--- config.mk ---
export PLATFORM = sky130hd
export DESIGN_NAME = dma_lbus_owner
export DESIGN_NICKNAME = d
export VERILOG_FILES = /design/src/rtl/dma_lbus_pkg.sv /design/src/rtl/dma_lbus_tmr.sv /design/src/rtl/dma_lbus_rel.sv /design/src/rtl/dma_lbus_owner.sv
export SDC_FILE = /design/constraint.sdc
export NUM_CORES = 1
export LEC_CHECK = 0
export CAP_MARGIN = 30
export CELL_PAD_IN_SITES_DETAIL_PLACEMENT = 2
export CELL_PAD_IN_SITES_GLOBAL_PLACEMENT = 2
export CORE_MARGIN = 4
export CORE_UTILIZATION = 29
export DETAILED_ROUTE_END_ITERATION = 12
export GPL_TIMING_DRIVEN = 1
export PLACE_DENSITY = 0.83
export SLEW_MARGIN = 20
export SYNTH_ARGS = -nofsm -noshare
export SYNTH_HDL_FRONTEND = slang
export SYNTH_SLANG_ARGS = --single-unit
--- constraint.sdc ---
create_clock -name clk -period 5.4 [get_ports clk]
set_input_delay 1.35 -clock clk [delete_from_list [all_inputs] [get_ports clk]]
set_output_delay 1.35 -clock clk [all_outputs]
set_load 0.02 [all_outputs]
--- src/rtl/dma_lbus_pkg.sv ---
package dma_lbus_pkg;

  typedef enum logic [1:0] {
    ST_IDLE  = 2'd0,
    ST_REQ   = 2'd1,
    ST_OWN   = 2'd2,
    ST_PAUSE = 2'd3
  } own_st_e;

  typedef enum logic [1:0] {
    XREQ_OFF   = 2'd0,
    XREQ_ON    = 2'd1,
    XREQ_GATED = 2'd2,
    XREQ_RSVD  = 2'd3
  } xreq_mode_e;

endpackage

--- src/rtl/dma_lbus_tmr.sv ---
// Loadable down counter that stops at zero; used for tenure and back-off.
module dma_lbus_tmr #(
  parameter int W = 8
) (
  input  logic         clk,
  input  logic         rst,
  input  logic         load_i,
  input  logic [W-1:0] val_i,
  input  logic         run_i,
  output logic [W-1:0] cnt_o
);

  localparam logic [W-1:0] ONE  = W'(1);
  localparam logic [W-1:0] ZERO = '0;

  always_ff @(posedge clk) begin
    if (rst) begin
      cnt_o <= ZERO;
    end else if (load_i) begin
      cnt_o <= val_i;
    end else if (run_i && cnt_o != ZERO) begin
      cnt_o <= cnt_o - ONE;
    end
  end

endmodule

--- src/rtl/dma_lbus_rel.sv ---
// Collects the reasons, other than FIFO state, to give the bus back.
module dma_lbus_rel
  import dma_lbus_pkg::*;
#(
  parameter int TMR_W = 8
) (
  input  logic             clk,
  input  logic             rst,
  input  logic             ext_req_i,
  input  logic [1:0]       ext_mode_i,
  input  logic             slave_pend_i,
  input  logic [TMR_W-1:0] lat_val_i,
  input  logic [TMR_W-1:0] lat_cnt_i,
  output logic             lat_exp_o,
  output logic             rel_o
);

  localparam logic [TMR_W-1:0] ONE = TMR_W'(1);

  logic       ext_q;
  logic       ext_hit;
  xreq_mode_e mode;

  always_ff @(posedge clk) begin
    if (rst) ext_q <= 1'b0;
    else     ext_q <= ext_req_i;
  end

  assign mode      = xreq_mode_e'(ext_mode_i);
  assign lat_exp_o = (lat_val_i != '0) && (lat_cnt_i <= ONE);

  always_comb begin
    unique case (mode)
      XREQ_ON:    ext_hit = ext_q;
      XREQ_GATED: ext_hit = ext_q && lat_exp_o;
      default:    ext_hit = 1'b0;
    endcase
  end

  assign rel_o = lat_exp_o || ext_hit || slave_pend_i;

endmodule

--- src/rtl/dma_lbus_owner.sv ---
module dma_lbus_owner
  import dma_lbus_pkg::*;
#(
  parameter int CNT_W = 16,
  parameter int TMR_W = 8
) (
  input  logic             clk,
  input  logic             rst,
  input  logic             start_i,
  input  logic             dir_i,
  input  logic [CNT_W-1:0] count_i,
  input  logic             fifo_full_i,
  input  logic             fifo_empty_i,
  input  logic             ext_req_i,
  input  logic [1:0]       ext_mode_i,
  input  logic             slave_pend_i,
  input  logic             eot_i,
  input  logic             eot_en_i,
  input  logic [TMR_W-1:0] lat_val_i,
  input  logic [TMR_W-1:0] pause_val_i,
  input  logic             hold_ack_i,
  output logic             hold_o,
  output logic             drive_en_o,
  output logic             xfer_o,
  output logic             done_o
);

  localparam logic [CNT_W-1:0] LW_ONE  = CNT_W'(1);
  localparam logic [CNT_W-1:0] LW_ZERO = '0;

  own_st_e          st;
  logic [CNT_W-1:0] lw_left;
  logic             dir_q;
  logic [TMR_W-1:0] lat_cnt;
  logic [TMR_W-1:0] pause_cnt;
  logic             lat_exp;
  logic             rel_any;
  logic             owned;
  logic             blocked;
  logic             eot_hit;
  logic             last_lw;
  logic             finish;
  logic             go_pause;

  // Bus ownership and strobe
  assign owned      = (st == ST_OWN) && hold_ack_i;
  assign blocked    = dir_q ? fifo_full_i : fifo_empty_i;
  assign eot_hit    = eot_en_i && eot_i;
  assign drive_en_o = owned;
  assign xfer_o     = owned && !blocked;
  assign hold_o     = (st == ST_REQ) || (st == ST_OWN);

  // Completion takes priority over every release reason
  assign last_lw  = xfer_o && (lw_left == LW_ONE);
  assign finish   = owned && (last_lw || eot_hit);
  assign go_pause = owned && !finish && (blocked || rel_any);

  dma_lbus_tmr #(.W(TMR_W)) i_lat_tmr (
    .clk    (clk),
    .rst    (rst),
    .load_i ((st == ST_REQ) && hold_ack_i),
    .val_i  (lat_val_i),
    .run_i  (st == ST_OWN),
    .cnt_o  (lat_cnt)
  );

  dma_lbus_tmr #(.W(TMR_W)) i_pause_tmr (
    .clk    (clk),
    .rst    (rst),
    .load_i (go_pause),
    .val_i  (pause_val_i),
    .run_i  (st == ST_PAUSE),
    .cnt_o  (pause_cnt)
  );

  dma_lbus_rel #(.TMR_W(TMR_W)) i_rel (
    .clk          (clk),
    .rst          (rst),
    .ext_req_i    (ext_req_i),
    .ext_mode_i   (ext_mode_i),
    .slave_pend_i (slave_pend_i),
    .lat_val_i    (lat_val_i),
    .lat_cnt_i    (lat_cnt),
    .lat_exp_o    (lat_exp),
    .rel_o        (rel_any)
  );

  always_ff @(posedge clk) begin
    if (rst) begin
      st      <= ST_IDLE;
      lw_left <= LW_ZERO;
      dir_q   <= 1'b0;
      done_o  <= 1'b0;
    end else begin
      done_o <= 1'b0;
      unique case (st)
        ST_IDLE: begin
          if (start_i) begin
            if (count_i == LW_ZERO) begin
              done_o <= 1'b1;
            end else begin
              lw_left <= count_i;
              dir_q   <= dir_i;
              st      <= ST_REQ;
            end
          end
        end
        ST_REQ: begin
          if (hold_ack_i) st <= ST_OWN;
        end
        ST_OWN: begin
          if (xfer_o) lw_left <= lw_left - LW_ONE;
          if (finish) begin
            st     <= ST_IDLE;
            done_o <= 1'b1;
          end else if (go_pause) begin
            st <= ST_PAUSE;
          end
        end
        ST_PAUSE: begin
          if (pause_cnt == '0 && !hold_ack_i) st <= ST_REQ;
        end
        default: st <= ST_IDLE;
      endcase
    end
  end

endmodule

Word level (Yosys, flattened, before mapping)
Cells that the tools add are included.
Widths: inputs -> output; s select.
{"block": "word_totals", "ff_bits": 37, "latch_bits": 0, "ram_bits": 0, "romBits": 0, "inputBits": 45, "output_inout_bits": 4, "wordCells": 78, "mem_count": 0}
{"block": "op_classes", "add_sub_neg": 3, "n_mul": 0, "n_div": 0, "magnitude_cmp": 1, "eq_ne": 12, "n_shift": 0, "muxes": 21, "bitwise_logic": 1, "n_reduce_logical": 33}
{"cell": "$mux 16", "n": 3}
{"cell": "$mux 8", "n": 4}
{"cell": "$pmux 16 s2", "n": 1}
{"cell": "$reduce_bool 8->1", "n": 3}
{"cell": "$eq 16x1->1 const B", "n": 1}
{"cell": "$logic_not 16->1", "n": 1}
{"cell": "$sub 16x1->16 const B", "n": 1}
{"cell": "$sub 8x1->8 const B", "n": 2}
{"cell": "$logic_and 1x1->1", "n": 13}
{"cell": "$mux 2", "n": 6}
{"cell": "$ne 2x2->1 const B", "n": 5}
{"cell": "$le 8x1->1 const B", "n": 1}
{"cell": "$logic_not 8->1", "n": 1}
{"cell": "$pmux 2 s4", "n": 1}
{"cell": "$eq 2x2->1 const B", "n": 3}
{"cell": "$reduce_bool 2->1", "n": 3}
{"cell": "$logic_or 1x1->1", "n": 5}
{"cell": "$reduce_and 5->1", "n": 1}
{"cell": "$eq 2x1->1 const B", "n": 2}
{"cell": "$mux 1", "n": 4}
{"cell": "$pmux 1 s2", "n": 2}
{"cell": "$reduce_and 4->1", "n": 1}
{"cell": "$logic_not 1->1", "n": 3}
{"cell": "$ne 3x3->1 const B", "n": 1}
{"cell": "other kinds (3)", "n": 3}

Longest topological paths before layout
{"block": "logic_depth", "ltp_word": 12, "depth_mapped": 11, "depth_no_buf": 8}

Modules after synthesis
From an unflattened synthesis, not the netlist that was laid out.
{"block": "unflattened", "cells_unflattened": 331, "hier_area_um2": 2587.5}
{"module": "dma_lbus_owner", "instances": 1, "cells_each": 197, "area_per_inst_um2": 1470.2, "seq_area_each_um2": 400.4}
{"module": "dma_lbus_tmr", "instances": 2, "cells_each": 60, "area_per_inst_um2": 498.0, "seq_area_each_um2": 160.2}
{"module": "dma_lbus_rel", "instances": 1, "cells_each": 14, "area_per_inst_um2": 121.4, "seq_area_each_um2": 20.0}

Worst setup path before layout
No wires, ideal clock.
{"block": "synth_path", "path_type": "in2out", "from": "in fifo_full_i", "to": "out xfer_o", "arrival_ns": 2.017, "t_required_ns": 4.050, "slack_ns": 2.033, "cell_stages": 2, "n_path_buf": 0, "cell_sequence": "mux2_2 nor2_1"}
{"block": "synth_via", "elab_chain_len": 3}
{"element": "start: declaration", "line_no": "dma_lbus_owner.sv:12", "text": "input logic fifo_full_i,"}
{"element": "$mux 1", "line_no": "dma_lbus_owner.sv:47", "text": "assign blocked = dir_q ? fifo_full_i : fifo_empty_i;"}
{"element": "$logic_not 1->1", "line_no": "dma_lbus_owner.sv:50", "text": "assign xfer_o = owned && !blocked;"}
{"element": "$logic_and 1x1->1", "line_no": "dma_lbus_owner.sv:50"}
{"element": "end: declaration", "line_no": "dma_lbus_owner.sv:24", "text": "output logic xfer_o,"}
No other way between the ends.

Final worst setup path
{"block": "layout_path", "from": "in hold_ack_i", "to": "out xfer_o"}
{"block": "layout_via", "elab_chain_len": 2}
{"element": "start: declaration", "line_no": "dma_lbus_owner.sv:21", "text": "input logic hold_ack_i,"}
{"element": "$logic_and 1x1->1", "line_no": "dma_lbus_owner.sv:46", "text": "assign owned = (st == ST_OWN) && hold_ack_i;"}
{"element": "$logic_and 1x1->1", "line_no": "dma_lbus_owner.sv:50"}
No other way between the ends.

==> results_dict.tcl <==
set metrics [dict create \
    grt_max_degree 41 \
    gp_congestion 0.791 \
    synthFlopType "dfxtp_1" \
    root_buffer "clkbuf_8" \
    ys_async_sr_fraction 0 \
    vdd_drop_max_mv 0.134 \
    synth.distinct_cells 52 \
    crit_end "xfer_o" \
    dieWidth_um 99.2 \
    fp.dieArea_sq_mm 0.00985 \
    required_ns 4.05 \
    met2WireLength_um 4130 \
    num_vias 2478 \
    numCtsBuffers 5 \
    cts-resized-gates 0 \
    clkSlewWorstSetupHoldPaths_ns 0.08 \
    ys_ff_latch 37 \
    post-route-util 0.373 \
    avgViaCountPerCell 5.45 \
    path_max_fanout 7 \
    num_io_pins 49 \
    yosys.cell_count.top_type "nor2_1" \
    final_cell_area_sq_mm 0.00305 \
    p_per_area_mw_per_mm2 323 \
    ant_nets 0 \
    met3_length_um 280 \
    drv_cap 0 \
    num_rows 33 \
    antenna_found_initial 0 \
    power_frac_clock 0.198 \
    syn-num-nets 364 \
    coreArea_sq_mm 0.00818 \
    cts_tree "built" \
    dp_hpwl_um 6010 \
    h-tree-depth 2 \
    place_area_sq_mm 0.00296 \
    r2r_cells 9 \
    numClockSinks 37 \
    synth.avg_cell_area_sq_um 7.86 \
    routed.top_layer "met4" \
    num-fill-cells 955 \
    crit_chain "clkdlybuf4s50_1, nand2_1, nor2_1, clkdlybuf4s50_1" \
    crit_buf_inv 2 \
    crit_path_end_kind "output pin" \
    whs_ns 0.490 \
    tightest_slew_ns 0.738 \
    setup_viol 0 \
    fin_ws_ns 0.899 \
    grt_pass1_wl_um 13100 \
    clock_latency_ns 0.29 \
    syn_area_sq_mm 0.00241 \
    worstSetupStartpoint "hold_ack_i" \
    synth_edf_count 0 \
    synthTopCellsByArea "dfxtp_1 31%, nor2_1 7.3%, ha_1 6.2%, nor4_1 4.1%, a21oi_1 3.9%" \
    period_needed_ns 4.50 \
    switching_share 0.408 \
    ys_warn_count 0 \
    wire_per_inst_um 17.5 \
    wl_met1_um 3480 \
    place_ws_ns 0.922 \
    hold_violations 0 \
    rsz0062_at_grt "false" \
    cpPeakStageDelay_ns 0.69 \
    diodes 0 \
    fin_skew_ns 0.00669 \
    final_nets 406 \
    p_int_w 0.000583 \
    synth.largest_area_cell "dfxtp_1" \
    relSlewSlack 0.507 \
    drive_gt1_frac 0.0743 \
    hp-class "reg -> reg" \
    cpMostUsedCell "clkdlybuf4s50_1" \
    yosys.area.top_type_share 0.307 \
    io_buffers 48 \
    ys_seq_area_frac 0.307 \
    cts_buffer_depth 2 \
    dieHeight_um 99.2 \
    drt_iter0_drc 63 \
    ctsHoldBuffers 0 \
    overflow 0 \
    combinationalPowerShare 0.429 \
    timing.rr.start "st[0]$_SDFFE_PP0P_" \
    status "completed" \
    r2r_slack_ns 2.59 \
    initial_core_util 0.295 \
    crit_cells 4 \
    path_class "in -> out" \
    p_seq_frac 0.373 \
    wirelength_um 7980 \
    slowest_stage "clkdlybuf4s50_1" \
    drv_slew 0 \
    arrival_ns 3.15 \
    max_freq_mhz 222 \
    p_sw_w 0.000401 \
    syn-instance-count 307 \
    reg2reg_to "st[1]$_SDFFE_PP0P_" \
    firstDrtPassIters 4 \
    drc 0 \
    grt_pass1_vias 2649 \
    area_growth_pct 26.2 \
    grt_use_total 0.166 \
    cp_top_family "buffers and inverters" \
    p_leak_nw 1.13 \
    period_share 0.833 \
    synthTopCellsByCount "47 x nor2_1, 37 x dfxtp_1, 22 x nand2_1, 19 x a21oi_1, 19 x inv_1" \
    postCtsSetupBuffers 0 \
    fin_tns_setup_ns 0 \
    start_kind "input pin" \
]
[worst min-delay path, delay by kind of cell, from the launching register on]
family          cells  cell delay (ns)
flops               1             0.31
compound gates      2             0.13
[area by class of cell]
| cell class | instances | area, sq um | area share |
|---|---|---|---|
| inverters | 19 | 71.3 | 0.0234 |
| clock inverters | 2 | 10.0 | 0.00329 |
| flip-flops and latches | 37 | 741 | 0.243 |
| clock buffers | 6 | 72.6 | 0.0238 |
| multi-input cells | 235 | 1520 | 0.498 |
| well taps | 105 | 131 | 0.0431 |
| repair buffers | 51 | 503 | 0.165 |
[cells in the final DEF (no fill, tap or decap), drive strengths merged, types with 3 or more instances in the layout]
master | Yosys | routed
a211oi | 14 | 14
a21oi | 19 | 19
a22oi | 5 | 5
a2bb2oi | 3 | 3
buf | 3 | 3
clkbuf | 13 | 6
clkdlybuf4s50 | 0 | 48
dfxtp | 37 | 37
ha | 12 | 12
inv | 19 | 19
mux2 | 3 | 3
mux2i | 4 | 4
nand2 | 22 | 22
nand2b | 4 | 4
nand3 | 6 | 6
nor2 | 47 | 47
nor3 | 9 | 9
nor4 | 17 | 17
o21ai | 18 | 18
o32ai | 4 | 4
or4 | 4 | 4
xnor2 | 9 | 9
xor2 | 4 | 4
[power groups by stage]
| stage | Clock, W | Sequential [W] | Combinational, W |
|---|---|---|---|
| floorplan | 0 | 0.000355 | 0.000293 |
| global placement | 0 | 0.000369 | 0.000400 |
| detailed placement | 0 | 0.000372 | 0.000420 |
| CTS | 0.000201 | 0.000367 | 0.000426 |
| global route | 0.000219 | 0.000376 | 0.000472 |
| finish | 0.000195 | 0.000367 | 0.000422 |
[worst min path at each step]
stage / startpoint / end / slack (ns) / depth (start not counted)
after floorplan: lw_left[15]$_SDFFE_PP0P_ / lw_left[15]$_SDFFE_PP0P_ / 0.45 / 2
after global placement: lw_left[1]$_SDFFE_PP0P_ / lw_left[1]$_SDFFE_PP0P_ / 0.47 / 2
after detailed placement: lw_left[15]$_SDFFE_PP0P_ / lw_left[15]$_SDFFE_PP0P_ / 0.49 / 2
after CTS: lw_left[15]$_SDFFE_PP0P_ / lw_left[15]$_SDFFE_PP0P_ / 0.50 / 2
after global routing: lw_left[15]$_SDFFE_PP0P_ / lw_left[15]$_SDFFE_PP0P_ / 0.53 / 2
final: lw_left[15]$_SDFFE_PP0P_ / lw_left[15]$_SDFFE_PP0P_ / 0.49 / 2
[sequential cells by signal, indices dropped and copies added, names as in the netlist]
register / flops
st: 2
i_rel.ext_q: 1
i_pause_tmr.cnt_o: 8
i_lat_tmr.cnt_o: 8
lw_left: 16
done_o: 1
dir_q: 1
[cell families after synthesis]
group / after synthesis / share of synthesized area
adder cells (fa/ha/maj): 12 / 0.0622
AO/OA/AOI/OAI: 78 / 0.230
flip-flops: 37 / 0.307
buffers and inverters: 35 / 0.0643
AND/OR/NAND/NOR: 125 / 0.259
XOR/XNOR: 13 / 0.0472
multiplexers: 7 / 0.0306
[layer usage]
metal,up-vias,track usage
li1,1195,-
met1,1234,0.200
met2,41,0.302
met3,8,0.0302
met4,0,0.0399
met5,-,0
[metrics by stage]
stage / instances / total power, W
2_1_floorplan: 307 / 0.000647
3_3_place_gp: 446 / 0.000769
3_5_place_dp: 447 / 0.000792
4_1_cts: 455 / 0.000994
5_1_grt: 455 / 0.00107
6_report: 455 / 0.000985
Note: power is estimated with default switching activity, not from simulation.
